[src/rtl/aux_dma_pkg.sv]
package aux_dma_pkg;
  localparam int SEL_W = 3;

  typedef enum logic [SEL_W-1:0] {
    SEL_MAIN_HI = 3'd0,
    SEL_MAIN_LO = 3'd1,
    SEL_AUX_HI  = 3'd2,
    SEL_AUX_LO  = 3'd3,
    SEL_CNT_HI  = 3'd4,
    SEL_CNT_LO  = 3'd5,
    SEL_STATUS  = 3'd6
  } reg_sel_e;

  typedef enum logic [1:0] {
    ST_IDLE,
    ST_RUN,
    ST_READ,
    ST_WRITE
  } eng_state_e;

  typedef struct packed {
    logic [31:0] main_addr;
    logic [31:0] aux_addr;
    logic [31:0] count;
  } xfer_regs_t;
endpackage

[src/rtl/aux_dma_regs.sv]
module aux_dma_regs
  import aux_dma_pkg::*;
#(
  parameter int ADDR_W     = 26,
  parameter int ALIGN_BITS = 5
) (
  input  logic             clk,
  input  logic             rst_n,
  input  logic             reg_we,
  input  logic [SEL_W-1:0] reg_sel,
  input  logic [15:0]      reg_wdata,
  output logic [15:0]      reg_rdata,
  input  logic             busy_i,
  input  logic             upd_en_i,
  input  xfer_regs_t       upd_vals_i,
  output xfer_regs_t       regs_o,
  output logic             start_o
);
  localparam logic [31:0] MIRROR_MASK = (32'd1 << ADDR_W) - 32'd1;
  localparam logic [15:0] LOW_MASK    = ~((16'd1 << ALIGN_BITS) - 16'd1);

  xfer_regs_t  r_q;
  logic [15:0] status_q;
  logic        wr_ok;
  logic [15:0] low_val;

  assign wr_ok   = reg_we && !busy_i;
  assign low_val = reg_wdata & LOW_MASK;
  assign start_o = wr_ok && (reg_sel == SEL_CNT_LO);
  assign regs_o  = r_q;

  always_ff @(posedge clk) begin
    if (!rst_n) begin
      r_q <= '0;
    end else if (upd_en_i) begin
      r_q <= upd_vals_i;
    end else if (wr_ok) begin
      case (reg_sel_e'(reg_sel))
        SEL_MAIN_HI: r_q.main_addr[31:16] <= reg_wdata;
        SEL_MAIN_LO: r_q.main_addr[15:0]  <= low_val;
        SEL_AUX_HI:  r_q.aux_addr[31:16]  <= reg_wdata;
        SEL_AUX_LO:  r_q.aux_addr[15:0]   <= low_val;
        SEL_CNT_HI:  r_q.count[31:16]     <= reg_wdata;
        SEL_CNT_LO: begin
          r_q.count[15:0] <= low_val;
          r_q.main_addr   <= r_q.main_addr & MIRROR_MASK;
          r_q.aux_addr    <= r_q.aux_addr & MIRROR_MASK;
        end
        default: ;
      endcase
    end
  end

  always_ff @(posedge clk) begin
    if (!rst_n) status_q <= '0;
    else if (reg_we && (reg_sel == SEL_STATUS)) status_q <= reg_wdata;
  end

  always_comb begin
    case (reg_sel_e'(reg_sel))
      SEL_MAIN_HI: reg_rdata = r_q.main_addr[31:16];
      SEL_MAIN_LO: reg_rdata = r_q.main_addr[15:0];
      SEL_AUX_HI:  reg_rdata = r_q.aux_addr[31:16];
      SEL_AUX_LO:  reg_rdata = r_q.aux_addr[15:0];
      SEL_CNT_HI:  reg_rdata = r_q.count[31:16];
      SEL_CNT_LO:  reg_rdata = r_q.count[15:0];
      SEL_STATUS:  reg_rdata = {status_q[15:1], 1'b1};
      default:     reg_rdata = '0;
    endcase
  end
endmodule

[src/rtl/aux_dma_core.sv]
module aux_dma_core
  import aux_dma_pkg::*;
#(
  parameter int          ADDR_W     = 26,
  parameter int          DATA_W     = 64,
  parameter int          BEAT_BYTES = 8,
  parameter int unsigned AUX_BYTES  = 32'h0100_0000
) (
  input  logic              clk,
  input  logic              rst_n,
  input  logic              start_i,
  input  xfer_regs_t        regs_i,
  output logic              upd_en_o,
  output xfer_regs_t        upd_vals_o,
  output logic              busy_o,
  output logic              done_o,
  output logic              mm_req,
  output logic              mm_we,
  output logic [ADDR_W-1:0] mm_addr,
  output logic [DATA_W-1:0] mm_wdata,
  input  logic              mm_gnt,
  input  logic [DATA_W-1:0] mm_rdata,
  output logic              ax_req,
  output logic              ax_we,
  output logic [ADDR_W-1:0] ax_addr,
  output logic [DATA_W-1:0] ax_wdata,
  input  logic              ax_gnt,
  input  logic [DATA_W-1:0] ax_rdata
);
  localparam logic [31:0] MIRROR_MASK = (32'd1 << ADDR_W) - 32'd1;
  localparam logic [31:0] STEP32      = 32'(BEAT_BYTES);
  localparam logic [30:0] STEP31      = 31'(BEAT_BYTES);

  eng_state_e        state_q, state_d;
  logic              oor_q, oor_d, oor_now;
  logic              done_d;
  logic [DATA_W-1:0] data_q, data_d;
  logic              dir;
  logic [30:0]       len;
  logic              src_gnt, dst_gnt;
  logic [DATA_W-1:0] src_rdata;

  generate
    if (longint'(AUX_BYTES) >= (longint'(1) << ADDR_W)) begin : g_aux_full
      assign oor_now = 1'b0;
    end else begin : g_aux_part
      assign oor_now = ((regs_i.aux_addr & MIRROR_MASK) >= AUX_BYTES);
    end
  endgenerate

  assign dir       = regs_i.count[31];
  assign len       = regs_i.count[30:0];
  assign src_gnt   = dir ? ax_gnt : mm_gnt;
  assign dst_gnt   = dir ? mm_gnt : ax_gnt;
  assign src_rdata = dir ? ax_rdata : mm_rdata;

  always_comb begin
    state_d    = state_q;
    oor_d      = oor_q;
    data_d     = data_q;
    done_d     = 1'b0;
    upd_en_o   = 1'b0;
    upd_vals_o = regs_i;
    case (state_q)
      ST_IDLE: begin
        if (start_i) begin
          state_d = ST_RUN;
          oor_d   = oor_now;
        end
      end
      ST_RUN: begin
        if (len == '0) begin
          state_d = ST_IDLE;
          done_d  = 1'b1;
        end else if (oor_q && !dir) begin
          upd_en_o             = 1'b1;
          upd_vals_o.main_addr = regs_i.main_addr + {1'b0, len};
          upd_vals_o.aux_addr  = regs_i.aux_addr + {1'b0, len};
          upd_vals_o.count     = {dir, 31'd0};
        end else if (oor_q) begin
          data_d  = '0;
          state_d = ST_WRITE;
        end else begin
          state_d = ST_READ;
        end
      end
      ST_READ: begin
        if (src_gnt) begin
          data_d  = src_rdata;
          state_d = ST_WRITE;
        end
      end
      ST_WRITE: begin
        if (dst_gnt) begin
          upd_en_o             = 1'b1;
          upd_vals_o.main_addr = regs_i.main_addr + STEP32;
          upd_vals_o.aux_addr  = regs_i.aux_addr + STEP32;
          upd_vals_o.count     = {dir, len - STEP31};
          state_d              = ST_RUN;
        end
      end
      default: state_d = ST_IDLE;
    endcase
  end

  always_ff @(posedge clk) begin
    if (!rst_n) begin
      state_q <= ST_IDLE;
      oor_q   <= 1'b0;
      data_q  <= '0;
      done_o  <= 1'b0;
    end else begin
      state_q <= state_d;
      oor_q   <= oor_d;
      data_q  <= data_d;
      done_o  <= done_d;
    end
  end

  assign busy_o   = (state_q != ST_IDLE);
  assign mm_req   = ((state_q == ST_READ) && !dir) || ((state_q == ST_WRITE) && dir);
  assign ax_req   = ((state_q == ST_READ) && dir) || ((state_q == ST_WRITE) && !dir);
  assign mm_we    = (state_q == ST_WRITE);
  assign ax_we    = (state_q == ST_WRITE);
  assign mm_addr  = regs_i.main_addr[ADDR_W-1:0];
  assign ax_addr  = regs_i.aux_addr[ADDR_W-1:0];
  assign mm_wdata = data_q;
  assign ax_wdata = data_q;
endmodule

[src/rtl/aux_dma_engine.sv]
module aux_dma_engine
  import aux_dma_pkg::*;
#(
  parameter int          ADDR_W     = 26,
  parameter int          DATA_W     = 64,
  parameter int          BEAT_BYTES = 8,
  parameter int unsigned AUX_BYTES  = 32'h0100_0000
) (
  input  logic              clk,
  input  logic              rst_n,
  input  logic              reg_we,
  input  logic [2:0]        reg_sel,
  input  logic [15:0]       reg_wdata,
  output logic [15:0]       reg_rdata,
  output logic              busy,
  output logic              done,
  output logic              mm_req,
  output logic              mm_we,
  output logic [ADDR_W-1:0] mm_addr,
  output logic [DATA_W-1:0] mm_wdata,
  input  logic              mm_gnt,
  input  logic [DATA_W-1:0] mm_rdata,
  output logic              ax_req,
  output logic              ax_we,
  output logic [ADDR_W-1:0] ax_addr,
  output logic [DATA_W-1:0] ax_wdata,
  input  logic              ax_gnt,
  input  logic [DATA_W-1:0] ax_rdata
);
  xfer_regs_t regs, upd_vals;
  logic       upd_en, start;

  aux_dma_regs #(.ADDR_W(ADDR_W), .ALIGN_BITS(5)) u_regs (
    .clk        (clk),
    .rst_n      (rst_n),
    .reg_we     (reg_we),
    .reg_sel    (reg_sel),
    .reg_wdata  (reg_wdata),
    .reg_rdata  (reg_rdata),
    .busy_i     (busy),
    .upd_en_i   (upd_en),
    .upd_vals_i (upd_vals),
    .regs_o     (regs),
    .start_o    (start)
  );

  aux_dma_core #(
    .ADDR_W(ADDR_W), .DATA_W(DATA_W), .BEAT_BYTES(BEAT_BYTES), .AUX_BYTES(AUX_BYTES)
  ) u_core (
    .clk        (clk),
    .rst_n      (rst_n),
    .start_i    (start),
    .regs_i     (regs),
    .upd_en_o   (upd_en),
    .upd_vals_o (upd_vals),
    .busy_o     (busy),
    .done_o     (done),
    .mm_req     (mm_req),
    .mm_we      (mm_we),
    .mm_addr    (mm_addr),
    .mm_wdata   (mm_wdata),
    .mm_gnt     (mm_gnt),
    .mm_rdata   (mm_rdata),
    .ax_req     (ax_req),
    .ax_we      (ax_we),
    .ax_addr    (ax_addr),
    .ax_wdata   (ax_wdata),
    .ax_gnt     (ax_gnt),
    .ax_rdata   (ax_rdata)
  );
endmodule

[config.mk]
export PLATFORM = sky130hd
export DESIGN_NAME = aux_dma_engine
export DESIGN_NICKNAME = d
export VERILOG_FILES = /design/src/rtl/aux_dma_pkg.sv /design/src/rtl/aux_dma_regs.sv /design/src/rtl/aux_dma_core.sv /design/src/rtl/aux_dma_engine.sv
export SDC_FILE = /design/constraint.sdc
export NUM_CORES = 1
export LEC_CHECK = 0
export ABC_AREA = 1
export BUFFER_PORTS_ARGS = -buffer_cell sky130_fd_sc_hd__buf_2
export CAP_MARGIN = 0
export CORE_MARGIN = 2
export CORE_UTILIZATION = 29
export CTS_CLUSTER_DIAMETER = 40
export DETAILED_ROUTE_END_ITERATION = 16
export HOLD_SLACK_MARGIN = 0.12
export PLACE_DENSITY = 0.59
export SLEW_MARGIN = 15
export SYNTH_ARGS = -nofsm -noshare
export SYNTH_HDL_FRONTEND = slang
export SYNTH_SLANG_ARGS = --single-unit
export TNS_END_PERCENT = 10
[constraint.sdc]
create_clock -name clk -period 2.5 [get_ports clk]
set_input_delay 0.25 -clock clk [delete_from_list [all_inputs] [get_ports clk]]
set_output_delay 0.25 -clock clk [all_outputs]
set_load 0.01 [all_outputs]
==> results.py <==
metrics = {
    "finish": {
        "fillCellCount": 6139,
        "instances_no_fill": 4055,
        "nets": 3497,
        "drive_gt1_frac": 0.179,
        "area_growth_syn_to_layout_pct": 28.9,
        "seq_area_sq_um": 3530,
        "final_core_util": 0.376,
        "multiInputGateArea_sq_um": 10100,
    },
    "grt": {
        "track_usage": 0.288,
        "grt_max_degree": 129,
        "grt_pass1_vias": 19300,
        "grt_pass1_wl_mm": 123,
        "grt_overflow_total": 0,
        "antenna_found_initial": 6,
    },
    "pwr": {
        "peakVddDrop_uv": 679,
        "p_leak_nw": 11.0,
        "p_per_area_nw_per_um2": 654,
    },
    "detailed_routing": {
        "wl_mm": 85.6,
        "drc": 0,
        "first_pass_iters": 6,
        "vias_per_cell": 5.18,
        "antenna_left": 0,
        "vias": 21000,
        "drt-initial-drc-count": 2291,
        "wl_per_cell_um": 21.1,
    },
    "sta": {
        "rsz0062_at_grt": "true",
        "setup_viol": 0,
        "max_freq_mhz": 408,
        "worstMarginPinSlew_ps": 731,
        "hold_viol_final": 0,
        "clock_skew_ps": 14.5,
        "relSlewSlack": 0.513,
        "fin_ws_ps": 49.8,
        "timing.final.max_slew_violations": 0,
        "period_share": 0.980,
        "finalSetupTns_ps": 0,
        "period_needed_ps": 2450,
    },
    "logic_synthesis": {
        "syn_area_sq_um": 16300,
        "syn_area_per_cell_sq_um": 5.74,
        "ys_warn_count": 0,
        "yosysTopAreaCell": "dfxtp_1",
        "post_synth_inst_count": 2848,
        "synth_edf_count": 0,
        "ys_ff_latch": 176,
        "syn_nets": 3063,
        "ys_types": 44,
        "synth_top_area_frac": 0.216,
        "async_flop_share": 0,
        "synthTopCellsByArea": "dfxtp_1 (22%), nand2_1 (19%), nand3_1 (8.7%)",
        "synth_ff_type": "dfxtp_1",
        "seq_area_frac_synth": 0.216,
    },
    "floorplan": {
        "core_area_sq_um": 56100,
        "rows": 87,
        "die_w_um": 241,
        "start_util": 0.291,
        "die_h_um": 241,
        "dieArea_sq_um": 58300,
        "pin_count": 354,
    },
    "critical_path": {
        "path_cells": "buf_2 -> inv_1 -> nor2_1 -> nand2_1 -> buf_4 -> o22ai_1 -> a221oi_1 -> nand2_1 -> buf_2",
        "arrival_ps": 2200,
        "max_stage_delay_ps": 540,
        "cp_max_fo": 13,
        "worst_setup_path_start_kind": "input pin",
        "slowest_stage": "a221oi_1",
        "crit_path_end_kind": "output port",
        "crit_type": "input pin to output port",
        "cp_data_required_time_ps": 2250,
    },
    "placed_design": {
        "place_congestion": 1.03,
        "post-place-ws_ps": 50.1,
        "dp_hpwl_mm": 67.3,
        "io_buffers": 353,
        "dp_cells": 3884,
    },
    "worst_hold_path": {
        "worstHoldPathType": "input pin to register",
    },
    "cts": {
        "cts.sink_count": 176,
        "htreeDepth": 4,
        "clk_latency_ps": 510,
        "cts_root_buf": "clkbuf_16",
        "cts_tree": "yes",
        "cts.clk_slew.worst_paths_ps": 80,
        "cts_made_buffers": 17,
        "cts_max_path_buffers": 2,
    },
    "outcome": {
        "outcome": "finished, final reports clean",
    },
    "job": {
        "maxCapViolations": 0,
    },
}
-- critical path, delay by kind of cell --
kind	cells	cell delay, ps
compound gates	2	620
buf+inv	4	610
simple gates	3	700
-- synth_stat cells (3+ instances only) --
library cell and n:
o21ai_0 183, o21bai_1 3, nand3_4 3, clkinv_1 4, nor3_2 3, a211oi_1 4, a21o_1 4, a21oi_1 117
xor2_1 44, o211ai_1 8, nand2_1 822, nand3b_1 12, a221oi_1 5, o22ai_1 36, nand2_2 4, xnor2_1 3
o21ai_1 3, clkbuf_1 71, nor2_2 4, ha_1 63, nand4_1 40, nand3_2 3, buf_4 122, buf_1 12
inv_1 358, nand3_1 284, buf_2 16, nor3b_1 4, nor3_1 24, nor2_1 312, o221ai_1 4, a31oi_1 67
buf_6 7, inv_2 9, dfxtp_1 176
-- layout by cell type, fill, tap and decap left out, types with 5 or more instances in the layout --
cell / n
nand2_1: 822
inv_1: 357
buf_2: 352
nor2_1: 307
nand3_1: 281
o21ai_0: 183
dfxtp_1: 172
buf_4: 141
dlygate4sd3_1: 135
a21oi_1: 117
a31oi_1: 67
ha_1: 61
xor2_1: 44
nand4_1: 40
o22ai_1: 36
nor3_1: 24
clkbuf_16: 17
buf_12: 14
nand3b_1: 12
inv_2: 10
nor2_2: 9
o211ai_1: 8
nand3_2: 6
a221oi_1: 5
clkinv_8: 5
-- state kept, by name (all words and copies together), names as in the netlist --
| name | cells |
|---|---|
| u_regs.regs_o | 93 |
| u_core.state_q | 2 |
| u_core.ax_wdata | 64 |
| u_core.oor_q | 1 |
| u_regs.status_q | 15 |
| u_core.done_o | 1 |
-- routing by layer --
metal | track usage | up-vias | routed length (um) | part of all wire
li1 | - | 9971 | - | -
met1 | 0.348 | 9591 | 33500 | 0.39
met2 | 0.455 | 1173 | 37600 | 0.44
met3 | 0.0747 | 260 | 8670 | 0.10
met4 | 0.182 | 6 | 5810 | 0.068
met5 | 0 | - | 35 | 0.00041
-- area by class of cell --
class                   instances  area share
clock inverters                15     0.00986
flip-flops and latches        176       0.168
diodes                          4    0.000475
repair buffers                643       0.212
clock buffers                  17      0.0202
multi-input cells            2072       0.479
well taps                     756      0.0449
inverters                     372      0.0666
-- per-stage QoR --
stage	power, mW	cell area (sq um)	hold slack [ps]
2_1_floorplan	7.90	16300	430
3_3_place_gp	10.5	19000	442
3_5_place_dp	10.4	19000	446
4_1_cts	13.6	21000	122
5_1_grt	14.5	21100	153
6_report	13.8	21100	140
-- path summary, 6_finish.rpt --
path | start | to | slack [ps] | cells after the start
setup reg to reg | u_regs.regs_o[11] | u_regs.regs_o[85] | 90 | 16
hold reg to reg | u_regs.status_q[9] | u_regs.status_q[9] | 460 | 2
hold / removal | reg_wdata[3] | u_regs.status_q[3] | 140 | 3
setup / recovery | reg_sel[1] | reg_rdata[12] | 50 | 9
-- power breakdown --
part / internal [mW] / switching [mW] / total, mW
registers: 3.27 / 0.500 / 3.77
clock network: 1.46 / 1.55 / 3.01
logic: 2.45 / 4.55 / 6.99
-- timing repair --
item / CTS / global route
gates resized for setup: 0 / 13
setup endpoints to repair: 0 / 20
endpoints found under the hold margin: 71 / 0
hold buffers: 135 / 0
buffers inserted: 0 / 0
-- cell families (layout without fill, tap and decap cells) --
logic type | Yosys count | in the layout | synth area share
AND/OR/NAND/NOR | 1523 | 1523 | 0.392
buffers and inverters | 600 | 1047 | 0.171
AO/OA/AOI/OAI | 438 | 438 | 0.148
flip-flops | 176 | 176 | 0.216
adder cells (fa/ha/maj) | 63 | 63 | 0.0482
XOR/XNOR | 47 | 47 | 0.0252
multiplexers | 1 | 1 | 0.000613
other | 0 | 4 | 0
(Power assumes the default switching activity.)
